===== src/rtl/dmp_pkg.sv =====
package dmp_pkg;
    typedef enum logic [2:0] {
        FS_Q0 = 3'd0,
        FS_Q1 = 3'd1,
        FS_Q2 = 3'd2,
        FS_Q3 = 3'd3,
        FS_Q4 = 3'd4
    } front_phase_e;
endpackage


===== src/rtl/dmp_front_fsm.sv =====
module dmp_front_fsm
    import dmp_pkg::*;
(
    input  logic clk,
    input  logic rst,
    input  logic stretch_en,
    output logic carry
);
    front_phase_e state_q, state_d;

    always_ff @(posedge clk) begin
        if (rst) state_q <= FS_Q0;
        else     state_q <= state_d;
    end

    always_comb begin
        state_d = FS_Q0;
        unique case (state_q)
            FS_Q0:   state_d = FS_Q1;
            FS_Q1:   state_d = FS_Q2;
            FS_Q2:   state_d = FS_Q3;
            FS_Q3:   state_d = stretch_en ? FS_Q4 : FS_Q0;
            FS_Q4:   state_d = FS_Q0;
            default: state_d = FS_Q0;
        endcase
    end

    // Pass completes on the edge that leaves FS_Q3 by Wrap, or leaves FS_Q4
    always_comb begin
        carry = 1'b0;
        unique case (state_q)
            FS_Q3:   carry = !stretch_en;
            FS_Q4:   carry = 1'b1;
            default: carry = 1'b0;
        endcase
    end

    // the fifth phase is only reached when a stretch was requested
    assert_stretch_only_last_R9: assert property (@(posedge clk) disable iff (rst)
        (!$past(rst) && state_q == FS_Q4) |-> $past(stretch_en));
endmodule


===== src/rtl/dmp_stage_counter.sv =====
module dmp_stage_counter #(
    parameter int STAGES     = 5,
    parameter int BYPASS_IDX = 3
) (
    input  logic              clk,
    input  logic              rst,
    input  logic              carry,
    input  logic              bypass,
    output logic [STAGES-1:0] cnt,
    output logic              at_last,
    output logic              near_last,
    output logic              hi_half
);
    localparam logic [STAGES-1:0] LSB_ONE = {{(STAGES-1){1'b0}}, 1'b1};

    logic [STAGES-1:0] q;
    logic [STAGES-1:0] live;
    logic [STAGES-1:0] ena;

    assign ena[0] = carry;

    for (genvar i = 0; i < STAGES; i++) begin : g_stage
        localparam bit CAN_SKIP = (i == BYPASS_IDX);
        logic skip;
        assign skip    = CAN_SKIP && bypass;
        assign live[i] = !skip;
        if (i < STAGES - 1) begin : g_chain
            assign ena[i+1] = skip ? ena[i] : (ena[i] & q[i]);
        end
        always_ff @(posedge clk) begin
            if (rst)                q[i] <= 1'b0;
            else if (ena[i] && !skip) q[i] <= ~q[i];
        end
    end

    assign cnt       = q;
    assign at_last   = ((q & live) == live);
    assign near_last = ((q & live) == (live & ~LSB_ONE));
    assign hi_half   = q[STAGES-1];

    // counter only moves when the front stage completes a pass
    assert_cnt_hold_R6: assert property (@(posedge clk) disable iff (rst)
        (!$past(rst) && !$past(carry)) |-> $stable(q));

    // a pass in the terminal step wraps every live stage to zero
    assert_wrap_R6: assert property (@(posedge clk) disable iff (rst)
        (at_last && carry && $stable(bypass)) |=> ((q & live) == '0));
endmodule


===== src/rtl/dual_mod_prescaler.sv =====
module dual_mod_prescaler #(
    parameter int STAGES     = 5,
    parameter int BYPASS_IDX = 3
) (
    input  logic clk,
    input  logic rst,
    input  logic mod_ctl,
    input  logic grp_sel,
    output logic div_out
);
    logic              carry;
    logic              stretch_en;
    logic              ext_q;
    logic [STAGES-1:0] cnt;
    logic              at_last;
    logic              near_last;
    logic              hi_half;
    logic              sample_now;

    dmp_front_fsm u_front (
        .clk        (clk),
        .rst        (rst),
        .stretch_en (stretch_en),
        .carry      (carry)
    );

    dmp_stage_counter #(
        .STAGES     (STAGES),
        .BYPASS_IDX (BYPASS_IDX)
    ) u_count (
        .clk       (clk),
        .rst       (rst),
        .carry     (carry),
        .bypass    (grp_sel),
        .cnt       (cnt),
        .at_last   (at_last),
        .near_last (near_last),
        .hi_half   (hi_half)
    );

    // Modulus request is captured as the counter steps into its last step
    assign sample_now = carry && near_last;

    always_ff @(posedge clk) begin
        if (rst)             ext_q <= 1'b0;
        else if (sample_now) ext_q <= ~mod_ctl;
    end

    assign stretch_en = ext_q && at_last;
    assign div_out    = hi_half;

    // the captured request holds between sampling edges
    assert_ext_hold_R7: assert property (@(posedge clk) disable iff (rst)
        (!$past(rst) && !$past(sample_now)) |-> $stable(ext_q));

    // output falls only as the counter wraps
    assert_fall_at_wrap_R6: assert property (@(posedge clk) disable iff (rst)
        (!$past(rst) && $fell(div_out)) |-> ($past(at_last) && $past(carry) && (cnt == '0)));

    // output rises only on a counter step
    assert_rise_on_step_R5: assert property (@(posedge clk) disable iff (rst)
        (!$past(rst) && $rose(div_out)) |-> $past(carry));
endmodule


===== config.mk =====
export PLATFORM = sky130hd
export DESIGN_NAME = dual_mod_prescaler
export DESIGN_NICKNAME = d
export VERILOG_FILES = /design/src/rtl/dmp_pkg.sv /design/src/rtl/dmp_front_fsm.sv /design/src/rtl/dmp_stage_counter.sv /design/src/rtl/dual_mod_prescaler.sv
export SDC_FILE = /design/constraint.sdc
export NUM_CORES = 1
export LEC_CHECK = 0
export CAP_MARGIN = 20
export CORE_AREA = 5 5 42 44
export CTS_BUF_LIST = sky130_fd_sc_hd__clkbuf_16
export CTS_CLUSTER_SIZE = 20
export DETAILED_ROUTE_END_ITERATION = 7
export DIE_AREA = 0 0 47 49
export SYNTH_ARGS = -nofsm -noshare
export SYNTH_HDL_FRONTEND = slang
export SYNTH_SLANG_ARGS = --single-unit

===== constraint.sdc =====
create_clock -name clk -period 1.5 [get_ports clk]
set_input_delay 0.15 -clock clk [delete_from_list [all_inputs] [get_ports clk]]
set_output_delay 0.15 -clock clk [all_outputs]
set_load 0.005 [all_outputs]

==> metrics.txt <==
First-pass DRT Iterations 2; GRT busiest layer met2; largest family of logic cells by synthesized area simple AND/OR/NAND/NOR gates; Tmin final 1.35 ns; RePlAce Congestion 0.770; Mapped Cells 45; reg2reg end u_count.cnt[3]$_SDFFE_PP0P_; Worst Hold Class reg -> reg; filler cell count in the final layout 151; synth top area cells dfxtp_1 (42%), a21oi_1 (4.7%), or3_1 (4.4%); RSZ-0062 raised after global routing no; Leak 0.000186 uW; CP endpoint kind register; htree depth 1; total core area 1400 um2; CP Launch Type register; n_diodes 0; I/O pin total 5; commonest non-fill, non-tap cell in the layout dfxtp_1; Compound-Gate Fraction of Synth Area 0.242; fin crit share 0.902; Iter 0 DRT Violations 2; Seq/Total Area, Yosys 0.425; Total Routing Usage GR 0.0924; row cnt 14; clock sinks 9; M2 GR Usage 0.118; Yosys top cell area share 0.425; Pins Over Slew Limit 0; crit-path max FO 6; CP Cell Sequence nor3b_2 > a21oi_2 > or3_1 > a21oi_1; WHS Path Cells 1; most frequent cells in the layout dfxtp_1 (9), a21oi_1 (4), clkdlybuf4s50_1 (4); Req. time, crit path 1.67 ns; total gr overflow 0; Synthesis Warnings 0; CTS Buf Count 3; Mapped Area 424 um2; max incr delay on CP 0.38 ns; Worst Hold End u_front.state_q[0]$_SDFF_PP0_; drt total wl 897 um; Synth Net Count 49; Max Clock Skew 0.00111 ns; status finished clean; final hold vios 0; total power draw 762 uW; vias per std cell 5.36; Clock Path Buffers 2; die area 2300 um2; hold_buf cts 0; Fmax achieved 739 MHz; multi-input logic area 236 um2; mux share of post-synthesis cell area 0; post-synthesis simple-gate area fraction 0.254; clk slew on worst S/H paths 0.04 ns; adder-cell share of the synthesized area 0; Hold Path Origin u_front.state_q[2]$_SDFF_PP0_; Starting Density 0.303; GR Util met3 0.0664; maximum VDD drop 0.922 mV; setup violators final 0; Seq. cell area 180 um2; Mean Syn Cell Area 9.43 um2; Slew @ Worst Pin 0.291 ns; Max-cap violations 0; Vias 375; DRC Markers 0; Final ANT Viol Nets 0; setup TNS 0 ns; Power Density 1310 nW/um2; share of layout cells above drive strength 1 0.241; CTS tree yes; Reg2Reg Depth 4; reg2reg setup slack 0.15 ns; Distinct cells, synth 24; I/O Buffers 4; Die Width 47 um; highest-delay cell along the critical path dfxtp_1; Post-CTS Setup Inserts 0; Final HPWL DP 612 um; FF+latch count, synth 9; initial antenna violation count 0; global-route wire length before repair 1.47 mm; RR Startpoint u_front.state_q[2]$_SDFF_PP0_; met1 track demand over resource 0.115; area growth from synthesis to layout 36.6%; DR WL/cell 12.8 um; largest area contributor in the netlist dfxtp_1; Slew HR 0.805; pin count of the biggest net entering global routing 9; xor/xnor share of the synthesized area 0.0619; Post-CTS Resized 0; critical path data arrival time 1.52 ns; # nets final 59; Die Ht 49 um; CTS root buf clkbuf_16; vias in the first global route 345; clk_lat worst skew 0.23 ns; crit path kind reg -> reg
critical path, delay by kind of cell, from the launching register on:
family	cells	cell delay [ns]
AO/OA/AOI/OAI	2	0.25
AND/OR/NAND/NOR	2	0.66
flip-flops	1	0.38
final cells by class:
cell class              count  area share
clock buffers               3       0.130
clock inverters             1     0.00864
well taps                  16      0.0346
multi-input cells          34       0.408
flip-flops and latches      9       0.311
repair buffers              7       0.108
through the flow:
step,instances,utilization,hold slack [ns],area [um2],worst slack [ns]
floorplan,45,-,0.260,424,0.270
global placement,66,0.356,0.484,499,-0.0334
detailed placement,66,0.356,0.474,499,-0.0550
CTS,70,0.413,0.488,579,0.154
global route,70,0.413,0.515,579,0.0315
finish,70,0.413,0.491,579,0.147
synth_stat cells, drive strengths merged:
| cell type | number |
|---|---|
| nand3 | 1 |
| or3 | 3 |
| xnor2 | 2 |
| o2111ai | 2 |
| or2 | 1 |
| nor3b | 2 |
| xor2 | 1 |
| dfxtp | 9 |
| nor3 | 2 |
| o221ai | 1 |
| and3b | 1 |
| o211ai | 1 |
| a21oi | 5 |
| nor2 | 3 |
| clkbuf | 2 |
| nand4b | 1 |
| or4 | 1 |
| nand2 | 2 |
| o21ai | 3 |
| a311oi | 1 |
| o22a | 1 |
report_power, final:
group          switching, uW  internal (uW)
sequential              11.1            247
combinational           13.8           20.8
clock                    118            351
worst max-delay path by stage:
stage	start	end	slack, ns
after global routing	u_front.state_q[2]$_SDFF_PP0_	u_count.hi_half$_SDFFE_PP0P_	0.03
after global placement	grp_sel	u_count.cnt[3]$_SDFFE_PP0P_	-0.03
after floorplan	u_front.state_q[0]$_SDFF_PP0_	u_count.cnt[2]$_SDFFE_PP0N_	0.27
final	u_front.state_q[2]$_SDFF_PP0_	u_count.cnt[3]$_SDFFE_PP0P_	0.15
after CTS	u_front.state_q[2]$_SDFF_PP0_	u_count.cnt[3]$_SDFFE_PP0P_	0.15
after detailed placement	grp_sel	u_count.cnt[3]$_SDFFE_PP0P_	-0.06
routing by layer:
layer / up-vias / wire [um]
li1: 189 / -
met1: 180 / 407
met2: 6 / 418
met3: 0 / 71
met4: 0 / 0
met5: - / 0
sequential cells by signal, indices dropped and copies added (netlist names):
register and count:
u_count.cnt 4, u_front.state_q 3, ext_q 1, u_count.hi_half 1
cells by family after synthesis:
kind of cell | after synthesis
buffers and inverters | 2
flip-flops | 9
XOR/XNOR | 3
AO/OA/AOI/OAI | 14
AND/OR/NAND/NOR | 17
Note: power is estimated with default switching activity, not from simulation.
